--- config.mk ---
export PLATFORM = sky130hd
export DESIGN_NAME = sq_sequencer
export DESIGN_NICKNAME = d
export VERILOG_FILES = /design/src/rtl/sq_pkg.sv /design/src/rtl/sq_avg_target.sv /design/src/rtl/sq_swap_qualify.sv /design/src/rtl/sq_chan_select.sv /design/src/rtl/sq_seq_fsm.sv /design/src/rtl/sq_sequencer.sv
export SDC_FILE = /design/constraint.sdc
export NUM_CORES = 1
export LEC_CHECK = 0
export BUFFER_PORTS_ARGS = -buffer_cell sky130_fd_sc_hd__buf_2
export CAP_MARGIN = 10
export CORE_AREA = 2 2 58 46
export CTS_BUF_LIST = sky130_fd_sc_hd__clkbuf_4 sky130_fd_sc_hd__clkbuf_8
export DETAILED_ROUTE_END_ITERATION = 10
export DIE_AREA = 0 0 60 48
export HOLD_SLACK_MARGIN = 0.02
export PLACE_DENSITY = 0.66
export SETUP_SLACK_MARGIN = 0.3
export SLEW_MARGIN = 20
export SYNTH_ARGS = -nofsm -noshare
export SYNTH_HDL_FRONTEND = slang
export SYNTH_SLANG_ARGS = --single-unit
--- constraint.sdc ---
create_clock -name clk -period 2.7 [get_ports clk]
set_input_delay 0 -clock clk [delete_from_list [all_inputs] [get_ports clk]]
set_output_delay 0 -clock clk [all_outputs]
set_load 0.01 [all_outputs]
--- src/rtl/sq_pkg.sv ---
package sq_pkg;
    parameter int AVG_CODE_W = 3;
    parameter int MODE_W     = 2;
    localparam int CNT_W     = 2 ** AVG_CODE_W;
    localparam logic [MODE_W-1:0] MODE_ALTERNATE = MODE_W'(2);

    typedef enum logic [1:0] {
        ST_IDLE  = 2'd0,
        ST_ACCUM = 2'd1,
        ST_PAIR  = 2'd2
    } seq_state_e;
endpackage

--- src/rtl/sq_avg_target.sv ---
module sq_avg_target
    import sq_pkg::*;
(
    input  logic [AVG_CODE_W-1:0] code,
    output logic [CNT_W:0]        target
);
    // target = 2**code, built as a one-hot decode
    always_comb begin
        target = '0;
        for (int i = 0; i < CNT_W; i++) begin
            if (code == AVG_CODE_W'(i)) begin
                target[i] = 1'b1;
            end
        end
    end
endmodule

--- src/rtl/sq_swap_qualify.sv ---
module sq_swap_qualify
    import sq_pkg::*;
(
    input  logic [MODE_W-1:0] meas_mode,
    input  logic              swap_en,
    input  logic              ext_chan_en,
    output logic              swap_act
);
    logic mode_alt;

    always_comb begin
        unique case (meas_mode)
            MODE_ALTERNATE: mode_alt = 1'b1;
            default:        mode_alt = 1'b0; // modes 0, 1 and reserved 3
        endcase
        swap_act = mode_alt && swap_en && !ext_chan_en;
    end
endmodule

--- src/rtl/sq_chan_select.sv ---
module sq_chan_select (
    input  logic ext_chan_en,
    input  logic ext_chan_pin,
    input  logic swap_act,
    input  logic reg_chan,
    input  logic second_half,
    output logic active_chan
);
    always_comb begin
        if (ext_chan_en) begin
            active_chan = ext_chan_pin;
        end else if (swap_act) begin
            active_chan = reg_chan ^ second_half;
        end else begin
            active_chan = reg_chan;
        end
    end
endmodule

--- src/rtl/sq_seq_fsm.sv ---
module sq_seq_fsm
    import sq_pkg::*;
(
    input  logic             clk,
    input  logic             rst_n,
    input  logic             cycle_done,
    input  logic             swap_act,
    input  logic             abort,
    input  logic [CNT_W:0]   target,
    output logic             second_half,
    output logic             avg_done,
    output logic [CNT_W-1:0] cycle_count
);
    seq_state_e       state_q, state_d;
    logic [CNT_W-1:0] cnt_q, cnt_d;
    logic             done_q, done_d;
    logic             step;
    logic [CNT_W:0]   cnt_inc;

    always_ff @(posedge clk or negedge rst_n) begin
        if (!rst_n) begin
            state_q <= ST_IDLE;
            cnt_q   <= '0;
            done_q  <= 1'b0;
        end else begin
            state_q <= state_d;
            cnt_q   <= cnt_d;
            done_q  <= done_d;
        end
    end

    always_comb begin
        state_d = state_q;
        cnt_d   = cnt_q;
        done_d  = 1'b0;
        step    = 1'b0;
        cnt_inc = {1'b0, cnt_q} + 1'b1;

        unique case (state_q)
            ST_IDLE, ST_ACCUM: begin
                if (cycle_done) begin
                    if (swap_act) begin
                        state_d = ST_PAIR;          // T_START_PAIR
                    end else begin
                        step = 1'b1;
                    end
                end
            end
            ST_PAIR: begin
                if (cycle_done) begin
                    step = 1'b1;
                end else if (!swap_act) begin       // T_PAIR_DROP
                    state_d = (cnt_q == '0) ? ST_IDLE : ST_ACCUM;
                end
            end
            default: state_d = ST_IDLE;
        endcase

        if (step) begin
            if (cnt_inc >= target) begin            // T_WRAP
                state_d = ST_IDLE;
                cnt_d   = '0;
                done_d  = 1'b1;
            end else begin                          // T_STEP
                state_d = ST_ACCUM;
                cnt_d   = cnt_inc[CNT_W-1:0];
            end
        end

        if (abort) begin                            // T_ABORT
            state_d = ST_IDLE;
            cnt_d   = '0;
            done_d  = 1'b0;
        end
    end

    always_comb begin
        second_half = (state_q == ST_PAIR);
        avg_done    = done_q;
        cycle_count = cnt_q;
    end
endmodule

--- src/rtl/sq_sequencer.sv ---
module sq_sequencer
    import sq_pkg::*;
(
    input  logic                  clk,
    input  logic                  rst_n,
    input  logic                  cycle_done,
    input  logic [AVG_CODE_W-1:0] avg_code,
    input  logic [MODE_W-1:0]     meas_mode,
    input  logic                  swap_en,
    input  logic                  reg_chan,
    input  logic                  ext_chan_en,
    input  logic                  ext_chan_pin,
    input  logic                  abort,
    output logic                  active_chan,
    output logic                  avg_done,
    output logic [CNT_W-1:0]      cycle_count
);
    logic [CNT_W:0] target;
    logic           swap_act;
    logic           second_half;

    sq_avg_target u_target (
        .code   (avg_code),
        .target (target)
    );

    sq_swap_qualify u_qual (
        .meas_mode   (meas_mode),
        .swap_en     (swap_en),
        .ext_chan_en (ext_chan_en),
        .swap_act    (swap_act)
    );

    sq_seq_fsm u_fsm (
        .clk         (clk),
        .rst_n       (rst_n),
        .cycle_done  (cycle_done),
        .swap_act    (swap_act),
        .abort       (abort),
        .target      (target),
        .second_half (second_half),
        .avg_done    (avg_done),
        .cycle_count (cycle_count)
    );

    sq_chan_select u_chan (
        .ext_chan_en  (ext_chan_en),
        .ext_chan_pin (ext_chan_pin),
        .swap_act     (swap_act),
        .reg_chan     (reg_chan),
        .second_half  (second_half),
        .active_chan  (active_chan)
    );
endmodule

==> metrics.txt, run 1 <==
# TYPE chip_impl_metric gauge
chip_impl_metric{name="grt_max_degree",unit=""} 13
chip_impl_info{name="hold_path.startpoint",value="abort"} 1
chip_impl_metric{name="finish.net_count",unit=""} 177
chip_impl_info{name="timing.critical_path.to",value="u_fsm.cycle_count[6]"} 1
chip_impl_metric{name="intPower",unit="mW"} 0.285
chip_impl_metric{name="die_h",unit="um"} 48
chip_impl_metric{name="fp.dieW",unit="um"} 60
chip_impl_metric{name="synth_fp_nets",unit=""} 141
chip_impl_metric{name="drc_errors",unit=""} 0
chip_impl_info{name="status",value="finished, final reports clean"} 1
chip_impl_metric{name="reg2reg_depth",unit=""} 11
chip_impl_metric{name="combinationalPowerShare",unit=""} 0.259
chip_impl_metric{name="initial_core_util",unit=""} 0.435
chip_impl_metric{name="synth_area_per_inst",unit="um^2"} 8.38
chip_impl_metric{name="post_synth_and_or_nand_nor_area_fraction",unit=""} 0.310
chip_impl_metric{name="pwr-share-clk",unit=""} 0.322
chip_impl_metric{name="worst_pin_slew",unit="ns"} 0.557
chip_impl_metric{name="synth_fa_ha_area_frac",unit=""} 0.127
chip_impl_metric{name="dr_total_vias",unit=""} 1006
chip_impl_metric{name="synth.yosys.seq_area_share",unit=""} 0.278
chip_impl_metric{name="synth_xor_area_frac",unit=""} 0.0620
chip_impl_info{name="start_kind",value="register"} 1
chip_impl_metric{name="numPortBuffers",unit=""} 22
chip_impl_metric{name="layout_worst_path_cycle_share",unit=""} 0.862
chip_impl_metric{name="grtUsageTotal",unit=""} 0.187
chip_impl_metric{name="synth_compound_area_frac",unit=""} 0.159
chip_impl_metric{name="power.density",unit="mW/mm^2"} 307
chip_impl_metric{name="worstSetupPathDepth",unit=""} 11
chip_impl_metric{name="num_io_pins",unit=""} 23
chip_impl_info{name="reg2reg_to",value="u_fsm.cycle_count[6]"} 1
chip_impl_metric{name="power_leakage",unit="nW"} 0.609
chip_impl_metric{name="grt-ovfl-total",unit=""} 0
chip_impl_metric{name="wl_per_cell",unit="um"} 14.4
chip_impl_metric{name="worst_setup_hold_path_clk_slew",unit="ns"} 0.08
chip_impl_metric{name="hold_ws",unit="ns"} 0.0419
chip_impl_metric{name="timing.max_cap.violations",unit=""} 0
chip_impl_metric{name="via_per_inst",unit=""} 5.38
chip_impl_metric{name="placeableCoreArea",unit="mm^2"} 0.00227
chip_impl_metric{name="power_frac_seq",unit=""} 0.419
chip_impl_metric{name="synth-warning-count",unit=""} 0
chip_impl_metric{name="skew",unit="ns"} 0.00103
chip_impl_metric{name="yosys.area.top_type_share",unit=""} 0.278
chip_impl_metric{name="htree_levels",unit=""} 1
chip_impl_metric{name="tritoncts.num_buffers",unit=""} 3
chip_impl_metric{name="tritoncts_num_sinks",unit=""} 11
chip_impl_info{name="synth_top_family_by_area",value="simple AND/OR/NAND/NOR gates"} 1
chip_impl_metric{name="area_growth_syn_to_layout",unit="%"} 38.0
chip_impl_metric{name="final_max_slew_viol_count",unit=""} 0
chip_impl_info{name="timing.critical_path.from",value="u_fsm.cycle_count[1]"} 1
chip_impl_metric{name="detail_route.wirelength",unit="um"} 2690
chip_impl_info{name="critical-path-top-delay-family",value="compound AO/OA/AOI/OAI gates"} 1
chip_impl_info{name="cts_root_buf",value="clkbuf_4"} 1
chip_impl_metric{name="grt_first_pass_wirelength",unit="um"} 3930
chip_impl_metric{name="ys_ff_latch",unit=""} 11
chip_impl_metric{name="routabilityCongestion",unit=""} 0.890
chip_impl_metric{name="row_count",unit=""} 15
chip_impl_metric{name="netSwitchingPower",unit="mW"} 0.133
chip_impl_metric{name="post-dp-hpwl",unit="um"} 1770
chip_impl_metric{name="worst_ir_drop_on_vdd",unit="uV"} 199
chip_impl_metric{name="synth.cell_area",unit="um^2"} 988
chip_impl_info{name="critPathSlowestCell",value="dfrtp_1"} 1
chip_impl_metric{name="ys_types",unit=""} 31
chip_impl_info{name="timing.hold.worst.class",value="in -> reg"} 1
chip_impl_metric{name="worst_slew_margin_rel",unit=""} 0.628
chip_impl_metric{name="max_clock_freq",unit="MHz"} 430
chip_impl_metric{name="grt_pass1_vias",unit=""} 850
chip_impl_metric{name="cpPeakStageDelay",unit="ns"} 0.42
chip_impl_info{name="timing.rr.start",value="u_fsm.cycle_count[1]"} 1
chip_impl_metric{name="initialDrtViolationCount",unit=""} 31
chip_impl_metric{name="p_sw_frac",unit=""} 0.318
chip_impl_metric{name="worstPathMaxFanout",unit=""} 5
chip_impl_info{name="yosys-top-cells-area",value="dfrtp_1 28%, ha_1 13%, nand2_1 5.3%"} 1
chip_impl_info{name="grt_setup_unrepaired",value="false"} 1
chip_impl_metric{name="postRouteAntennaNets",unit=""} 0
chip_impl_metric{name="initial_antenna_violation_count",unit=""} 0
chip_impl_metric{name="finalSetupViolations",unit=""} 0
chip_impl_info{name="clock_tree_from_tritoncts",value="built"} 1
chip_impl_info{name="worst_path_most_repeated_cell",value="ha_4"} 1
chip_impl_metric{name="tns",unit="ns"} 0
chip_impl_metric{name="reg2reg_slack",unit="ns"} 0.37
chip_impl_metric{name="cts.path.max_buffers",unit=""} 2
chip_impl_metric{name="critical_path_arrival",unit="ns"} 2.55
chip_impl_metric{name="post_synth_inst_count",unit=""} 118
chip_impl_metric{name="antenna_diode_count",unit=""} 0
chip_impl_metric{name="final_layout_size_suffix_gt1_frac",unit=""} 0.399
chip_impl_metric{name="drt_pass1_iterations",unit=""} 4
chip_impl_metric{name="hold_viol",unit=""} 0
chip_impl_info{name="synth.largest_area_cell",value="dfrtp_1"} 1
chip_impl_info{name="crit_path_cell_trace",value="ha_4 -> nand3_4 -> nor2_4 -> xor2_2 -> ha_4 -> a211oi_2 -> nand2_1 -> a211oi_4 -> buf_6 -> nand4_1 -> a21oi_2"} 1
chip_impl_info{name="worst_setup_path_end_kind",value="register"} 1
chip_impl_metric{name="die_area",unit="mm^2"} 0.00288
chip_impl_metric{name="synth.mux.area_fraction",unit=""} 0.0101
chip_impl_metric{name="worstSkewPairLatency",unit="ns"} 0.28
chip_impl_info{name="path_type_of_the_worst_setup_path",value="reg -> reg"} 1
chip_impl_metric{name="path_buf_inv",unit=""} 1
chip_impl_metric{name="timing.final.crit_period",unit="ns"} 2.33
chip_impl_metric{name="critical_path_required",unit="ns"} 2.92
-- final cells by class --
class / instances / area, um^2
Tap cell: 34 / 42.5
Sequential cell: 11 / 279
Fill cell: 195 / 907
Clock buffer: 4 / 30.0
Inverter: 6 / 22.5
Timing Repair Buffer: 36 / 233
Multi-Input combinational cell: 96 / 757
-- synthesized netlist by cell type --
master	instances
or3b_1	2
nor2_1	8
o21ai_1	3
mux2i_1	1
nor3b_1	3
a41o_1	1
clkbuf_1	1
nand4_1	6
nand3b_1	3
dfrtp_1	11
o211ai_1	2
nand3_2	1
nand3_1	5
buf_2	3
buf_6	1
a31oi_1	1
nor3_1	9
a211oi_4	1
o211ai_2	1
ha_1	10
a211oi_1	1
nor2b_1	3
inv_1	6
o41ai_2	1
o21ai_0	1
a21oi_1	10
xnor2_1	5
nand2_1	14
nand4bb_1	1
or4b_4	1
xor2_1	2
-- what timing repair did --
item	4_1_cts	5_1_grt
gates resized for setup	4	20
hold buffers	1	0
pin swaps	1	9
setup buffers	4	4
endpoints found under the hold margin	11	0
endpoints found under the setup margin	10	10
-- cell families (layout without fill, tap and decap cells) --
kind of cell,count (synthesis),in the layout
adders and majority gates,10,10
AOI/OAI and AO/OA,22,22
xor gates and xnor gates,7,7
DFF,11,11
muxes,1,1
and+or+nand+nor,56,56
buffers and inverters,11,46
-- worst min path at each step --
stage                      endpoint  depth (start not counted)
2_1_floorplan        u_fsm.avg_done                          0
3_3_place_gp   u_fsm.cycle_count[7]                          1
3_5_place_dp   u_fsm.cycle_count[3]                          1
4_1_cts        u_fsm.cycle_count[0]                          2
5_1_grt        u_fsm.cycle_count[6]                          2
6_report       u_fsm.cycle_count[6]                          2
-- state kept, by name, indices dropped and copies added (netlist names) --
name,flops
u_fsm.state_q,2
u_fsm.cycle_count,8
u_fsm.avg_done,1
-- cell usage in the layout, fill, tap and decap left out, types with 2 or more instances in the layout --
master / count
buf_2: 22
nand2_1: 14
a21oi_1: 9
buf_4: 9
dfrtp_1: 8
nor3_1: 7
ha_1: 7
nor2_1: 6
nand4_1: 6
inv_1: 5
xnor2_1: 4
o21ai_1: 4
clkbuf_4: 4
buf_6: 4
nand3b_1: 3
nand3_1: 3
nor3b_1: 3
nor2b_1: 3
dfrtp_2: 3
nand3_4: 2
nor3_2: 2
or3b_1: 2
o211ai_1: 2
ha_4: 2
-- metal layers --
metal / routed length (um) / vias up / track usage
met5: 0 / - / 0
met4: 4 / 0 / 0.0267
met3: 145 / 2 / 0.0568
met2: 1280 / 35 / 0.302
met1: 1260 / 474 / 0.254
li1: - / 495 / -
-- per-stage QoR --
stage | area, um^2 | utilization | std cells | worst slack [ns] | power (mW)
after CTS | 1250 | 0.549 | 183 | 0.302 | 0.408
final | 1360 | 0.601 | 187 | 0.372 | 0.419
after global routing | 1360 | 0.601 | 187 | 0.243 | 0.445
after detailed placement | 1150 | 0.507 | 174 | 0.133 | 0.272
after global placement | 1150 | 0.507 | 174 | 0.220 | 0.270
after floorplan | 992 | - | 118 | 0.307 | 0.235
-- power groups by stage --
| stage | Sequential (mW) | Clock [mW] | Combinational [mW] |
|---|---|---|---|
| after floorplan | 0.180 | 0 | 0.0547 |
| after global placement | 0.179 | 0 | 0.0908 |
| after detailed placement | 0.179 | 0 | 0.0928 |
| after CTS | 0.175 | 0.132 | 0.101 |
| after global routing | 0.176 | 0.148 | 0.121 |
| final | 0.176 | 0.135 | 0.108 |
No activity file was read; power rests on OpenSTA's default activity.
==> run 2, diff against run 1 <==
BUFFER_PORTS_ARGS = -buffer_cell sky130_fd_sc_hd__buf_4   (was -buffer_cell sky130_fd_sc_hd__buf_2)
CELL_PAD_IN_SITES_DETAIL_PLACEMENT = 1   (was not set)
CELL_PAD_IN_SITES_GLOBAL_PLACEMENT = 2   (was not set)
CORE_AREA = 2 2 68 54   (was 2 2 58 46)
DIE_AREA = 0 0 70 56   (was 0 0 60 48)
PLACE_DENSITY = not set   (was 0.66)
PLACE_DENSITY_LB_ADDON = 0.1   (was not set)
==> run 2 against run 1 <==
  * Critical path type unchanged
  * Routed wire length up 16%
  * Fmax down 1.1%
  * Largest cell class unchanged
  * Largest power group is now the clock network
  * Clock-buffer cell count unchanged
  * Via count grew 1.7%
  * Core utilization down 15 points
  * Register-to-register slack lost 0.03 ns
  * Critical endpoint is now u_fsm.cycle_count[2]
  * First-iteration DRC count shrank 13%
  * Global-route usage is 2.4 points lower
  * Combinational power increased by 10%
==> metrics.txt, run 2 (synthesis results as in run 1) <==
# TYPE chip_impl_metric gauge
chip_impl_info{name="status",value="finished, final reports clean"} 1
chip_impl_info{name="reg2reg_to",value="u_fsm.cycle_count[2]"} 1
chip_impl_metric{name="final_layout_size_suffix_gt1_frac",unit=""} 0.377
chip_impl_metric{name="numPortBuffers",unit=""} 22
chip_impl_metric{name="tns",unit="ns"} 0
chip_impl_metric{name="finish.net_count",unit=""} 178
chip_impl_metric{name="timing.max_cap.violations",unit=""} 0
chip_impl_metric{name="htree_levels",unit=""} 1
chip_impl_metric{name="dr_wl_met2",unit="um"} 1450
chip_impl_metric{name="antenna_diode_count",unit=""} 0
chip_impl_metric{name="final_area",unit="mm^2"} 0.00144
chip_impl_metric{name="tritoncts.num_buffers",unit=""} 3
chip_impl_info{name="cts_root_buf",value="clkbuf_8"} 1
chip_impl_info{name="timing.rr.start",value="u_fsm.cycle_count[1]"} 1
chip_impl_metric{name="power_leakage",unit="nW"} 0.633
chip_impl_info{name="path_type_of_the_worst_setup_path",value="reg -> reg"} 1
chip_impl_metric{name="worst_pin_slew",unit="ns"} 0.621
chip_impl_metric{name="number_of_inserted_filler_cells_in_the_final_layout",unit=""} 394
chip_impl_metric{name="postLayoutCoreUtil",unit=""} 0.449
chip_impl_metric{name="final_max_slew_viol_count",unit=""} 0
chip_impl_metric{name="tritoncts_num_sinks",unit=""} 11
chip_impl_metric{name="grt-ovfl-total",unit=""} 0
chip_impl_info{name="routed.top_layer",value="met4"} 1
chip_impl_metric{name="reg2reg_slack",unit="ns"} 0.35
chip_impl_info{name="timing.hold.worst.class",value="in -> reg"} 1
chip_impl_metric{name="post-dp-hpwl",unit="um"} 2250
chip_impl_metric{name="die_area",unit="mm^2"} 0.00392
chip_impl_metric{name="routedLengthMet1",unit="um"} 1530
chip_impl_metric{name="finalSetupViolations",unit=""} 0
chip_impl_metric{name="die_h",unit="um"} 56
chip_impl_metric{name="placeableCoreArea",unit="mm^2"} 0.00320
chip_impl_metric{name="grtUsageTotal",unit=""} 0.163
chip_impl_metric{name="timing.final.crit_period",unit="ns"} 2.35
chip_impl_info{name="timing.critical_path.from",value="u_fsm.cycle_count[1]"} 1
chip_impl_metric{name="initial_antenna_violation_count",unit=""} 0
chip_impl_info{name="most-common-layout-cells",value="33 x buf_4, 14 x nand2_1, 9 x ha_1"} 1
chip_impl_metric{name="worst_slack",unit="ns"} 0.346
chip_impl_metric{name="preCtsSetupSlack",unit="ns"} 0.169
chip_impl_metric{name="power.density",unit="mW/mm^2"} 334
chip_impl_metric{name="wl_per_cell",unit="um"} 16.1
chip_impl_metric{name="worstSkewPairLatency",unit="ns"} 0.24
chip_impl_metric{name="initial_core_util",unit=""} 0.309
chip_impl_metric{name="wl_met3",unit="um"} 101
chip_impl_metric{name="max_clock_freq",unit="MHz"} 425
chip_impl_metric{name="post-place-cells",unit=""} 181
chip_impl_metric{name="grt_max_degree",unit=""} 13
chip_impl_metric{name="row_count",unit=""} 18
chip_impl_metric{name="critical_path_arrival",unit="ns"} 2.52
chip_impl_metric{name="detail_route.wirelength",unit="um"} 3110
chip_impl_metric{name="postRouteAntennaNets",unit=""} 0
chip_impl_metric{name="layout_worst_path_cycle_share",unit=""} 0.872
chip_impl_metric{name="worst_ir_drop_on_vdd",unit="uV"} 173
chip_impl_metric{name="grt_first_pass_wirelength",unit="um"} 5040
chip_impl_metric{name="worst_setup_hold_path_clk_slew",unit="ns"} 0.05
chip_impl_metric{name="via_per_inst",unit=""} 5.27
chip_impl_metric{name="drt_pass1_iterations",unit=""} 4
chip_impl_metric{name="num_io_pins",unit=""} 23
chip_impl_metric{name="routabilityCongestion",unit=""} 0.782
chip_impl_info{name="start_kind",value="register"} 1
chip_impl_metric{name="worst_slew_margin_rel",unit=""} 0.585
chip_impl_metric{name="grt_pass1_vias",unit=""} 1043
chip_impl_metric{name="place_area",unit="mm^2"} 0.00123
chip_impl_metric{name="dr_total_vias",unit=""} 1023
chip_impl_info{name="worst_setup_path_end_kind",value="register"} 1
chip_impl_metric{name="reg2reg_depth",unit=""} 11
chip_impl_metric{name="worstPathMaxFanout",unit=""} 10
chip_impl_metric{name="initialDrtViolationCount",unit=""} 27
chip_impl_metric{name="cts.path.max_buffers",unit=""} 2
chip_impl_metric{name="fp.dieW",unit="um"} 70
chip_impl_metric{name="largest_register_ff_count",unit=""} 8
chip_impl_metric{name="skew",unit="ns"} 0.00796
chip_impl_metric{name="hold_viol",unit=""} 0
chip_impl_metric{name="area_growth_syn_to_layout",unit="%"} 45.3
chip_impl_metric{name="critical_path_required",unit="ns"} 2.86
chip_impl_info{name="clock_tree_from_tritoncts",value="built"} 1
chip_impl_metric{name="final_cells",unit=""} 194
chip_impl_metric{name="drc_errors",unit=""} 0
chip_impl_info{name="grt_setup_unrepaired",value="true"} 1
chip_impl_info{name="final_common_cell",value="buf_4"} 1
chip_impl_info{name="timing.critical_path.to",value="u_fsm.cycle_count[2]"} 1
-- run 2: cell count changes in the layout (fill, tap and decap cells not counted), sizes merged --
| cell | change |
|---|---|
| dlygate4sd3 | +1 |
-- run 2: report_power, final --
group          switching, mW  internal (mW)
Clock                 0.0686          0.114
Combinational         0.0620         0.0566
Sequential           0.00743          0.171
-- run 2: layer usage --
layer,up-vias,global-route usage
met5,-,0
met4,0,0.0330
met2,18,0.263
met3,4,0.0489
li1,496,-
met1,505,0.217
-- run 2: timing repair --
action / 4_1_cts / 5_1_grt
resized for setup: 6 / 12
endpoints found under the hold margin: 12 / 0
hold buffers: 2 / 0
setup buffers: 2 / 5
setup endpoints to repair: 9 / 10
cloned: 0 / 0
pin swaps: 6 / 6
-- run 2: worst max-delay path, cell delays in order, from the launching register on --
cell and delay, ns:
dfrtp_2 0.42, nand3_4 0.10, inv_1 0.08, nand3_1 0.12, xnor2_2 0.18, ha_1 0.32, nor3_2 0.23, nor2_2 0.10
a211oi_4 0.27, buf_12 0.16, o211ai_1 0.12, a21oi_1 0.16
-- run 2: worst min-delay path by stage --
stage / from / endpoint / slack (ns) / cells past startpoint
after floorplan: rst_n / u_fsm.avg_done / -0.30 / 0
after global placement: rst_n / u_fsm.cycle_count[7] / -0.15 / 1
after detailed placement: rst_n / u_fsm.cycle_count[7] / -0.15 / 1
after CTS: cycle_done / u_fsm.state_q[1] / 0.11 / 3
after global routing: cycle_done / u_fsm.state_q[1] / 0.13 / 3
final: cycle_done / u_fsm.state_q[1] / 0.11 / 3
-- run 2: stage by stage --
stage	power, mW	hold slack (ns)
3_5_place_dp	0.286	-0.148
6_report	0.479	0.112
5_1_grt	0.510	0.130
4_1_cts	0.479	0.112
2_1_floorplan	0.235	-0.296
3_3_place_gp	0.283	-0.154
-- run 2: final cells by class --
cell class                      instances  area, um^2  share of cell area
Sequential cell                        11         280               0.195
Multi-Input combinational cell         96         736               0.512
Tap cell                               40        50.0              0.0348
Clock buffer                            4        48.8              0.0340
Inverter                                6        22.5              0.0157
Timing Repair Buffer                   37         299               0.208
==> run 3, diff against run 2 <==
ABC_AREA = 1   (was not set)
CORE_AREA = 2 2 70 55   (was 2 2 68 54)
DIE_AREA = 0 0 72 57   (was 0 0 70 56)
==> run 3 against run 2 <==
  * Sequential power is essentially flat
  * Global-route usage shrank 1.4 points
  * Setup slack gained 0.21 ns
  * Sequential share of layout area grew 1.6 points
  * Fmax grew 9.9%
  * Cell count grew 7.2%
  * Clock-buffer cell count is the same
  * Die area grew 4.7%
  * Worst hold slack gained 0.018 ns
  * Power grew 6.6%
  * Clock skew shrank 0.0018 ns
  * First-iteration DRC count shrank 11%
  * Critical path type unchanged
  * Largest power group is now registers
==> metrics.txt, run 3 <==
# TYPE chip_impl_metric gauge
chip_impl_metric{name="netSwitchingPower",unit="mW"} 0.160
chip_impl_info{name="grt_setup_unrepaired",value="false"} 1
chip_impl_metric{name="layout_worst_path_cycle_share",unit=""} 0.793
chip_impl_info{name="worst_setup_path_end_kind",value="register"} 1
chip_impl_metric{name="pwr-share-clk",unit=""} 0.349
chip_impl_info{name="path_type_of_the_worst_setup_path",value="reg -> reg"} 1
chip_impl_metric{name="dr_total_vias",unit=""} 957
chip_impl_metric{name="placeableCoreArea",unit="mm^2"} 0.00349
chip_impl_metric{name="worst_pin_slew",unit="ns"} 0.319
chip_impl_info{name="netlist_top_cells_count",value="34 x nand2_1, 22 x inv_1, 12 x nand3_1"} 1
chip_impl_metric{name="initial_antenna_violation_count",unit=""} 0
chip_impl_metric{name="power_frac_seq",unit=""} 0.351
chip_impl_metric{name="worst_slew_margin_rel",unit=""} 0.786
chip_impl_metric{name="intPower",unit="mW"} 0.351
chip_impl_metric{name="finalSetupViolations",unit=""} 0
chip_impl_metric{name="tns",unit="ns"} 0
chip_impl_metric{name="timing.final.crit_period",unit="ns"} 2.14
chip_impl_metric{name="final-seq-area",unit="um^2"} 278
chip_impl_metric{name="critical_path_required",unit="ns"} 2.83
chip_impl_metric{name="wl_per_cell",unit="um"} 13.1
chip_impl_info{name="most-common-layout-cells",value="34 x nand2_1, 27 x buf_4, 22 x inv_1"} 1
chip_impl_info{name="status",value="finished, final reports clean"} 1
chip_impl_metric{name="combinationalPowerShare",unit=""} 0.300
chip_impl_metric{name="place_area",unit="mm^2"} 0.00120
chip_impl_metric{name="skew",unit="ns"} 0.00616
chip_impl_metric{name="tritoncts_num_sinks",unit=""} 11
chip_impl_metric{name="final_layout_size_suffix_gt1_frac",unit=""} 0.307
chip_impl_metric{name="num_io_pins",unit=""} 23
chip_impl_metric{name="synth.cell_area",unit="um^2"} 981
chip_impl_metric{name="initial_core_util",unit=""} 0.281
chip_impl_metric{name="power.density",unit="mW/mm^2"} 388
chip_impl_metric{name="die_h",unit="um"} 57
chip_impl_info{name="most_instantiated_flip_flop_cell_in_the_synthesis_netlist",value="dfrtp_1"} 1
chip_impl_metric{name="synth_fp_nets",unit=""} 156
chip_impl_metric{name="grt-ovfl-total",unit=""} 0
chip_impl_info{name="yosys.cell_count.top_type",value="nand2_1"} 1
chip_impl_metric{name="die_area",unit="mm^2"} 0.00410
chip_impl_info{name="yosys-top-cells-area",value="dfrtp_1 28%, nand2_1 13%, ha_1 13%"} 1
chip_impl_metric{name="cts.path.max_buffers",unit=""} 2
chip_impl_metric{name="grt_pass1_vias",unit=""} 964
chip_impl_metric{name="final_cells",unit=""} 208
chip_impl_metric{name="critical_path_arrival",unit="ns"} 2.27
chip_impl_metric{name="via_per_inst",unit=""} 4.60
chip_impl_metric{name="ys_types",unit=""} 23
chip_impl_metric{name="post-place-cells",unit=""} 197
chip_impl_metric{name="final_max_slew_viol_count",unit=""} 0
chip_impl_metric{name="drc_errors",unit=""} 0
chip_impl_metric{name="postLayoutCoreUtil",unit=""} 0.377
chip_impl_metric{name="worst_ir_drop_on_vdd",unit="uV"} 153
chip_impl_metric{name="post-dp-hpwl",unit="um"} 2230
chip_impl_metric{name="grt_max_degree",unit=""} 12
chip_impl_metric{name="routabilityCongestion",unit=""} 0.778
chip_impl_info{name="synth.largest_area_cell",value="dfrtp_1"} 1
chip_impl_metric{name="p_sw_frac",unit=""} 0.313
chip_impl_metric{name="numPortBuffers",unit=""} 22
chip_impl_metric{name="synth-warning-count",unit=""} 0
chip_impl_metric{name="worst_slack",unit="ns"} 0.558
chip_impl_metric{name="max_clock_freq",unit="MHz"} 467
chip_impl_metric{name="worst_setup_hold_path_clk_slew",unit="ns"} 0.05
chip_impl_metric{name="initialDrtViolationCount",unit=""} 24
chip_impl_metric{name="largest_register_ff_count",unit=""} 8
chip_impl_metric{name="post_synth_inst_count",unit=""} 133
chip_impl_metric{name="grt_first_pass_wirelength",unit="um"} 4690
chip_impl_info{name="timing.rr.start",value="u_fsm.cycle_count[1]"} 1
chip_impl_metric{name="synth-edff-count",unit=""} 0
chip_impl_metric{name="power_leakage",unit="nW"} 0.690
chip_impl_metric{name="hold_viol",unit=""} 0
chip_impl_info{name="final_common_cell",value="nand2_1"} 1
chip_impl_metric{name="synth_area_per_inst",unit="um^2"} 7.38
chip_impl_metric{name="tritoncts.num_buffers",unit=""} 3
chip_impl_metric{name="htree_levels",unit=""} 1
chip_impl_metric{name="ys_ff_latch",unit=""} 11
chip_impl_info{name="start_kind",value="register"} 1
chip_impl_metric{name="reg2reg_depth",unit=""} 15
chip_impl_metric{name="area_growth_syn_to_layout",unit="%"} 34.3
chip_impl_metric{name="preCtsSetupSlack",unit="ns"} 0.489
chip_impl_metric{name="number_of_inserted_filler_cells_in_the_final_layout",unit=""} 448
chip_impl_metric{name="timing.max_cap.violations",unit=""} 0
chip_impl_metric{name="share_of_synthesized_flip_flops_with_an_asynchronous_set_or_reset",unit=""} 1.00
chip_impl_metric{name="worstPathMaxFanout",unit=""} 8
chip_impl_info{name="cts_root_buf",value="clkbuf_8"} 1
chip_impl_metric{name="finish.net_count",unit=""} 190
chip_impl_metric{name="row_count",unit=""} 19
chip_impl_metric{name="yosys.area.top_type_share",unit=""} 0.281
chip_impl_metric{name="multi_input_area",unit="um^2"} 622
chip_impl_metric{name="final_area",unit="mm^2"} 0.00132
chip_impl_info{name="clock_tree_from_tritoncts",value="built"} 1
chip_impl_metric{name="reg2reg_slack",unit="ns"} 0.56
chip_impl_info{name="timing.hold.worst.class",value="in -> async"} 1
chip_impl_info{name="reg2reg_to",value="u_fsm.state_q[0]"} 1
chip_impl_metric{name="postRouteAntennaNets",unit=""} 0
chip_impl_metric{name="detail_route.wirelength",unit="um"} 2730
chip_impl_metric{name="antenna_diode_count",unit=""} 0
chip_impl_metric{name="grtUsageTotal",unit=""} 0.150
chip_impl_metric{name="fp.dieW",unit="um"} 72
chip_impl_metric{name="synth.yosys.seq_area_share",unit=""} 0.281
chip_impl_metric{name="worstSkewPairLatency",unit="ns"} 0.24
chip_impl_metric{name="drt_pass1_iterations",unit=""} 4
-- run 3: cell types whose count changed after synthesis, sizes merged, moves of 3 or more --
cell    change
a21oi       -8
buf         -4
inv        +18
nand2      +25
nand3       +9
nand3b      -3
nor2b       -3
nor3        -8
nor3b       -3
o211ai      -3
o22ai       +6
xnor2       -4
xor2        +3
-- run 3: final cells by class --
cell class | instances | area share
multi-input combinational | 97 | 0.472
sequential | 11 | 0.211
timing repair buffer | 29 | 0.169
inverter | 25 | 0.0712
tap | 42 | 0.0399
clock buffer | 4 | 0.0370
-- run 3: repair_timing --
action,in CTS,in global routing
resized for setup,0,4
endpoints found under the setup margin,0,7
buffers inserted,0,5
endpoints found under the hold margin,12,0
hold buffers,2,0
-- run 3: per-layer routing --
| metal | GRT usage | part of all wire | wire length [um] |
|---|---|---|---|
| met4 | 0.0323 | 0.0048 | 13 |
| met1 | 0.224 | 0.54 | 1480 |
| met3 | 0.0424 | 0.038 | 104 |
| met5 | 0 | 0 | 0 |
| met2 | 0.213 | 0.41 | 1130 |
-- run 3: power by group through the flow --
stage	Clock, mW	Sequential [mW]	Combinational [mW]
after CTS	0.186	0.181	0.141
after global placement	0	0.183	0.136
after floorplan	0	0.184	0.0822
after detailed placement	0	0.183	0.138
final	0.179	0.179	0.153
after global routing	0.193	0.180	0.173
-- run 3: how the worst max path moves through the flow --
stage | start | endpoint | slack [ns]
after floorplan | u_fsm.cycle_count[0] | u_fsm.state_q[0] | 0.69
after global placement | u_fsm.cycle_count[1] | u_fsm.state_q[0] | 0.50
after detailed placement | u_fsm.cycle_count[0] | u_fsm.state_q[0] | 0.49
after CTS | u_fsm.cycle_count[0] | u_fsm.state_q[0] | 0.47
after global routing | u_fsm.cycle_count[1] | u_fsm.state_q[0] | 0.30
final | u_fsm.cycle_count[1] | u_fsm.state_q[0] | 0.56
-- run 3: logic make-up after synthesis --
logic type / synth area share
AO/OA/AOI/OAI: 0.0880
XOR/XNOR: 0.0536
adder cells (fa/ha/maj): 0.128
buffers and inverters: 0.0957
flip-flops: 0.281
AND/OR/NAND/NOR: 0.355
-- run 3: through the flow --
step / hold WS (ns) / power (mW)
final: 0.130 / 0.511
after CTS: 0.122 / 0.507
after detailed placement: -0.154 / 0.321
after global placement: -0.156 / 0.320
after floorplan: -0.296 / 0.266
after global routing: 0.132 / 0.547
-- run 3: worst max-delay path, stage by stage (launching register included) --
cell and delay (ns):
dfrtp_2 0.40, ha_2 0.20, nand3_2 0.12, xor2_2 0.19, ha_1 0.31, nand2_1 0.07
nor2_1 0.10, nand2_1 0.06, nand3_1 0.08, nand2_1 0.07, nand2_1 0.06, nand2_1 0.09
nand2_4 0.13, nand2_2 0.06, nand2_1 0.06, nand2_1 0.04
